**config.mk**
```make
export PLATFORM = sky130hd
export DESIGN_NAME = vreg_supervisor
export DESIGN_NICKNAME = d
export VERILOG_FILES = /design/src/rtl/vsup_pkg.sv /design/src/rtl/vsup_ramp.sv /design/src/rtl/vsup_thresh.sv /design/src/rtl/vreg_supervisor.sv
export SDC_FILE = /design/constraint.sdc
export NUM_CORES = 1
export LEC_CHECK = 0
export BUFFER_PORTS_ARGS = -buffer_cell sky130_fd_sc_hd__buf_2
export CORE_MARGIN = 2
export CORE_UTILIZATION = 56
export DETAILED_ROUTE_END_ITERATION = 16
export PLACE_DENSITY = 0.74
export REMOVE_ABC_BUFFERS = 1
export SETUP_SLACK_MARGIN = 0.05
export SKIP_LAST_GASP = 1
export SYNTH_ARGS = -nofsm -noshare
export SYNTH_HDL_FRONTEND = slang
export SYNTH_SLANG_ARGS = --single-unit
```
**constraint.sdc**
```tcl
create_clock -name clk -period 15.5 [get_ports clk]
set_input_delay 0.775 -clock clk [delete_from_list [all_inputs] [get_ports clk]]
set_output_delay 0.775 -clock clk [all_outputs]
set_load 0.02 [all_outputs]
```
**src/rtl/vsup_pkg.sv**
```systemverilog
package vsup_pkg;
  typedef enum logic [2:0] {
    ST_RESET = 3'd0,
    ST_SOFT  = 3'd1,
    ST_RUN   = 3'd2,
    ST_OV    = 3'd3,
    ST_UV    = 3'd4
  } vsup_state_e;
endpackage

```
**src/rtl/vsup_ramp.sv**
```systemverilog
module vsup_ramp #(
  parameter int W       = 12,
  parameter int SS_LOG2 = 11
) (
  input  logic         clk,
  input  logic         rst_n,
  input  logic         clr,
  input  logic         soft_en,
  input  logic         follow_en,
  input  logic [W-1:0] target,
  output logic [W-1:0] ramp,
  output logic         last_step
);
  localparam int CW = SS_LOG2 + 1;
  localparam int PW = W + CW;

  logic [SS_LOG2-1:0] cnt_q;
  logic [CW-1:0]      step;
  logic [PW-1:0]      prod;

  assign step      = {1'b0, cnt_q} + CW'(1);
  assign prod      = PW'(target) * PW'(step);
  assign last_step = soft_en && (cnt_q == {SS_LOG2{1'b1}});

  always_ff @(posedge clk or negedge rst_n) begin
    if (!rst_n) begin
      cnt_q <= '0;
      ramp  <= '0;
    end else if (clr) begin
      cnt_q <= '0;
      ramp  <= '0;
    end else if (soft_en) begin
      cnt_q <= step[SS_LOG2-1:0];
      ramp  <= prod[SS_LOG2 +: W];
    end else if (follow_en) begin
      ramp  <= target;
    end
  end

  // ramp never falls while soft start runs on a steady target
  p_ramp_rises_r2: assert property (@(posedge clk) disable iff (!rst_n)
    (soft_en && !clr && $stable(target)) |=> (ramp >= $past(ramp)));
endmodule

```
**src/rtl/vsup_thresh.sv**
```systemverilog
module vsup_thresh #(
  parameter int W = 12
) (
  input  logic [W-1:0] ref_v,
  output logic [W:0]   pg_lo,
  output logic [W:0]   pg_hi,
  output logic [W:0]   uv_lim
);
  logic [W:0] r;
  assign r = {1'b0, ref_v};

  // approx 0.881 x, 1.119 x and 0.699 x by shift-and-add
  always_comb begin
    pg_lo  = r - (r >> 3) + (r >> 8) + (r >> 9);
    pg_hi  = r + (r >> 3) - (r >> 8) - (r >> 9);
    uv_lim = (r >> 1) + (r >> 3) + (r >> 4) + (r >> 7) + (r >> 8);
  end
endmodule

```
**src/rtl/vreg_supervisor.sv**
```systemverilog
module vreg_supervisor
  import vsup_pkg::*;
#(
  parameter int W        = 12,
  parameter int SS_LOG2  = 11,
  parameter int OV_CODE  = 1976,
  parameter int ARM_CODE = 800,
  parameter int PHASES   = 2
) (
  input  logic              clk,
  input  logic              rst_n,
  input  logic              smp_valid,
  output logic              smp_ready,
  input  logic [W-1:0]      vsense,
  input  logic [W-1:0]      vtarget,
  output logic [PHASES-1:0] hs_en,
  output logic [PHASES-1:0] ls_en,
  output logic              pg_pull_low,
  output logic              pg_pad_level,
  output logic              fault,
  output logic [W-1:0]      ramp_ref
);
  localparam logic [W-1:0] OV_LIM  = OV_CODE[W-1:0];
  localparam logic [W-1:0] ARM_LIM = ARM_CODE[W-1:0];

  vsup_state_e state_q, state_d;
  logic armed_q, low_q;
  logic [W:0] pg_lo, pg_hi, uv_lim;
  logic ramp_done, ov_hit, uv_hit, below, in_win, active;

  assign smp_ready    = 1'b1;
  assign pg_pad_level = 1'b0;

  vsup_ramp #(.W(W), .SS_LOG2(SS_LOG2)) u_ramp (
    .clk       (clk),
    .rst_n     (rst_n),
    .clr       (state_q == ST_RESET),
    .soft_en   (state_q == ST_SOFT),
    .follow_en (state_q == ST_RUN),
    .target    (vtarget),
    .ramp      (ramp_ref),
    .last_step (ramp_done)
  );

  vsup_thresh #(.W(W)) u_thr (
    .ref_v  (ramp_ref),
    .pg_lo  (pg_lo),
    .pg_hi  (pg_hi),
    .uv_lim (uv_lim)
  );

  always_comb begin
    active = (state_q == ST_SOFT) || (state_q == ST_RUN);
    below  = {1'b0, vsense} < uv_lim;
    in_win = ({1'b0, vsense} >= pg_lo) && ({1'b0, vsense} <= pg_hi);
    ov_hit = active && smp_valid && (vsense >= OV_LIM);
    uv_hit = active && smp_valid && armed_q && low_q && below;
  end

  always_comb begin
    state_d = state_q;
    unique case (state_q)
      ST_RESET: state_d = ST_SOFT;
      ST_SOFT: begin
        if (ov_hit)         state_d = ST_OV;
        else if (uv_hit)    state_d = ST_UV;
        else if (ramp_done) state_d = ST_RUN;
      end
      ST_RUN: begin
        if (ov_hit)      state_d = ST_OV;
        else if (uv_hit) state_d = ST_UV;
      end
      default: state_d = state_q;
    endcase
  end

  always_ff @(posedge clk or negedge rst_n) begin
    if (!rst_n) begin
      state_q     <= ST_RESET;
      armed_q     <= 1'b0;
      low_q       <= 1'b0;
      pg_pull_low <= 1'b1;
      hs_en       <= '0;
      ls_en       <= '0;
      fault       <= 1'b0;
    end else begin
      state_q <= state_d;
      if (active && smp_valid) begin
        armed_q <= armed_q || (vsense >= ARM_LIM);
        low_q   <= armed_q && below;
      end
      if (state_d != ST_RUN)
        pg_pull_low <= 1'b1;
      else if (state_q == ST_RUN && smp_valid)
        pg_pull_low <= !in_win;
      unique case (state_d)
        ST_SOFT, ST_RUN: begin hs_en <= '1; ls_en <= '0; fault <= 1'b0; end
        ST_OV:           begin hs_en <= '0; ls_en <= '1; fault <= 1'b1; end
        ST_UV:           begin hs_en <= '0; ls_en <= '0; fault <= 1'b1; end
        default:         begin hs_en <= '0; ls_en <= '0; fault <= 1'b0; end
      endcase
    end
  end

  // no phase has both switch permissions
  p_no_overlap_r12: assert property (@(posedge clk) disable iff (!rst_n)
    (hs_en & ls_en) == '0);
  // power good is never released outside normal run
  p_pg_held_r3: assert property (@(posedge clk) disable iff (!rst_n)
    (state_q != ST_RUN) |-> pg_pull_low);
  // an over-limit sample in an active state trips on that edge
  p_ov_trip_r5: assert property (@(posedge clk) disable iff (!rst_n)
    (active && smp_valid && vsense >= OV_LIM) |=> (fault && ls_en == '1 && hs_en == '0));
  // over-voltage is held
  p_ov_latch_r6: assert property (@(posedge clk) disable iff (!rst_n)
    (state_q == ST_OV) |=> (state_q == ST_OV && ls_en == '1));
  // under-voltage off state is held
  p_uv_latch_r7: assert property (@(posedge clk) disable iff (!rst_n)
    (state_q == ST_UV) |=> (state_q == ST_UV && hs_en == '0 && ls_en == '0));
endmodule

```
==> metrics.txt <==
Core Area=16500 um^2; Worst slew margin=19.8%; global-route wire length before repair=35500 um; Avg Cell Area, Syn=8.73 um^2; Initial Util=57.0%; synthesized area=9420 um^2; GRT Util Overall=24.6%; CP Cell Sequence=ha_1 > and3_1 > and3_1 > and3_1 > and3_1 > xor2_1 > nand2_1 > fa_1 > inv_1 > fa_1 > inv_1 > fa_1 > fa_1 > fa_1 > inv_1 > ha_1 > o21ai_0 > o21ai_0 > a211oi_1 > a211oi_2 > a211oi_2 > o21bai_1 > xnor2_1 > o221ai_1; crit share post-route=49.1%; flops & latches, synth=32; fin. max-slew vios=0; data required time of the worst path=15.62 ns; Main synth FF type=dfrtp_1; vias in the first global route=7281; routed vias=7378; crit-path max FO=16; layout cell share with drive strength beyond 1=6.66%; die area=17900 um^2; post-CTS setup buffer count=0; fraction of the mapped netlist area in compound gates=12.9%; crit-path max cell delay=0.86 ns; Routed WL=20800 um; RePlAce Congestion=0.861; Critical Path Sink Type=flop; CTS tree=done; xor/xnor share of the synthesized area=5.76%; ANT nets after route=0; Final Setup Violations=0; main combinational cell family by area after synthesis=adder cells; most common cell after layout, fill and taps aside=inv_1; total negative setup slack=0 ns; largest net degree at the start of global routing=38; Adder-Cell Fraction of Synth Area=47.7%; worst skew pair latency=0.27 ns; CTS max path bufs=2; Least-Margin Pin Slew=1.20 ns; # DRC=0; initial antenna violation count=0; WP data arrival=7.74 ns; Tightest Hold Check Type=reg2reg; DRT iter0 DRCs=356; Syn-to-layout area delta=5.40%; Worst IR Drop VDD=0.0344 mV; Design Area, Final=9930 um^2; Seq/Total Area, Yosys=8.51%; cell type group with the largest total delay on the critical path=adder cells; Die Y-Extent=134 um; Die Wd=134 um; placed cell areas=9790 um^2; Worst Setup Start Kind=flop; Max Freq=131 MHz; Clock Pin Slew Worst Setup and Hold Paths=0.05 ns; final clock skew=0.00304 ns; Synth Instances=1080; multiplexer share of the synthesized area=0%; Hold Fails Final Rpt=0; crit path buf inv count=3; PwrDens=31.5 nW/um^2; num ports=47; Synth Warn #=0; # clock sinks=32; Max-Cap Viols=0; WL per Instance=15.8 um; Crit-path slowest cell=xor2_1; minimum clock period=7.61 ns; TritonCTS buffer count=5; IO Port Bufs=44; drt pass-1 iters=5; EDFF count, synth=0; H-tree levels=2; Synth cell types=64; nets=1407; crit-path most repeated cell=fa_1; asr flop ratio synth=100%; CTS root buffer=clkbuf_16; number of vias per cell=5.61; # diodes=0; total gr overflow=0; Pleak=5.02 nW; Resized Gates After CTS=0; Setup CP Type=reg2reg; CTS Hold Bufs=0; RSZ-0062 raised after global routing=no; Rows=47; hpwl dp=17000 um; status=completed; most frequent cells in the layout=174 x inv_1, 161 x ha_1, 134 x nand2_1, 124 x fa_1, 46 x a21oi_1; simple-gate area share of the yosys netlist=16.3%
-- layer usage --
layer,GRT usage (%),wire length (um),up-vias
li1,-,-,3567
met2,40.4,9880,164
met4,5.61,377,0
met1,34.8,9440,3617
met5,0,0,-
met3,3.23,1120,30
-- final cells by class --
class / count / area (um^2)
multi-input cells: 833 / 7800
fillers: 1447 / 6590
flip-flops and latches: 32 / 802
inverters: 174 / 653
well taps: 220 / 275
repair buffers: 49 / 258
clock buffers: 8 / 146
-- worst reg2reg max path: stages (launching register included) --
cell,delay [ns]
dfrtp_1,0.58
ha_1,0.25
and3_1,0.19
and3_1,0.24
and3_1,0.24
and3_1,0.27
xor2_1,0.86
nand2_1,0.22
fa_1,0.57
inv_1,0.06
fa_1,0.54
inv_1,0.06
fa_1,0.50
fa_1,0.52
fa_1,0.54
inv_1,0.04
ha_1,0.36
o21ai_0,0.09
o21ai_0,0.26
a211oi_1,0.14
a211oi_2,0.36
a211oi_2,0.14
o21bai_1,0.18
xnor2_1,0.14
o221ai_1,0.13
-- state kept, by name, indices dropped and copies added, names as in the netlist --
signal	flops
hs_en	1
state_q	3
u_ramp.cnt_q	11
armed_q	1
ls_en	1
low_q	1
u_ramp.ramp	12
fault	1
pg_pull_low	1
-- where the power goes --
part | total [mW] | leakage [nW] | switching [mW] | internal (mW)
Combinational | 0.130 | 4.59 | 0.0743 | 0.0558
Clock | 0.0976 | 0.0712 | 0.0337 | 0.0640
Sequential | 0.0853 | 0.366 | 0.00138 | 0.0839
Total | 0.313 | 5.02 | 0.109 | 0.204
-- metrics by stage --
step	utilization [%]	hold slack [ns]	std cells	worst slack, ns	power [mW]
3_5_place_dp	59.2	0.467	1308	7.87	0.217
6_report	60.1	0.486	1316	7.89	0.313
4_1_cts	60.1	0.481	1316	7.94	0.314
3_3_place_gp	59.2	0.463	1308	8.21	0.214
5_1_grt	60.1	0.504	1316	7.41	0.338
2_1_floorplan	-	0.443	1039	8.91	0.179
-- final timing paths --
path                                 startpoint              end  slack (ns)  cells after the start
max in group asynchronous                 rst_n   u_ramp.ramp[7]       14.49                      1
worst max register to register  u_ramp.cnt_q[0]  u_ramp.ramp[11]        7.89                     24
min in group asynchronous                 rst_n         hs_en[0]        0.55                      1
worst min-delay path                    armed_q          armed_q        0.49                      1
worst min register to register          armed_q          armed_q        0.49                      1
worst max-delay path            u_ramp.cnt_q[0]  u_ramp.ramp[11]        7.89                     24
-- cell families (layout without fill, tap and decap cells) --
| kind of cell | Yosys count | count (layout) |
|---|---|---|
| fa+ha+maj | 285 | 285 |
| flops | 32 | 32 |
| compound gates | 174 | 174 |
| other cells | 2 | 2 |
| xor+xnor | 62 | 62 |
| simple gates | 310 | 310 |
| buf+inv | 215 | 231 |
-- synthesized netlist by cell type (3+ instances only) --
master | n | area, um^2
buf_4 | 4 | 30.0
a22o_1 | 3 | 26.3
a21oi_1 | 46 | 230
nor3_1 | 14 | 70.1
dfrtp_1 | 31 | 776
and3_1 | 13 | 81.3
o21ai_1 | 3 | 15.0
o221ai_1 | 10 | 87.6
o21a_1 | 3 | 22.5
a211oi_1 | 4 | 30.0
a21o_1 | 17 | 128
clkbuf_1 | 34 | 128
nand2b_1 | 22 | 138
nor3_2 | 3 | 30.0
xor2_1 | 29 | 254
nand4_1 | 3 | 18.8
and2_1 | 35 | 219
nand3_1 | 19 | 95.1
fa_1 | 124 | 2480
nor2b_1 | 20 | 125
xnor2_1 | 33 | 289
o211ai_1 | 7 | 52.6
a31oi_1 | 6 | 37.5
nor2_1 | 26 | 97.6
o21bai_1 | 8 | 60.1
nor3b_1 | 10 | 75.1
o31ai_1 | 4 | 30.0
inv_1 | 174 | 653
ha_1 | 161 | 2010
o21ai_0 | 33 | 165
nand2_1 | 134 | 503
(Power assumes the default switching activity.)
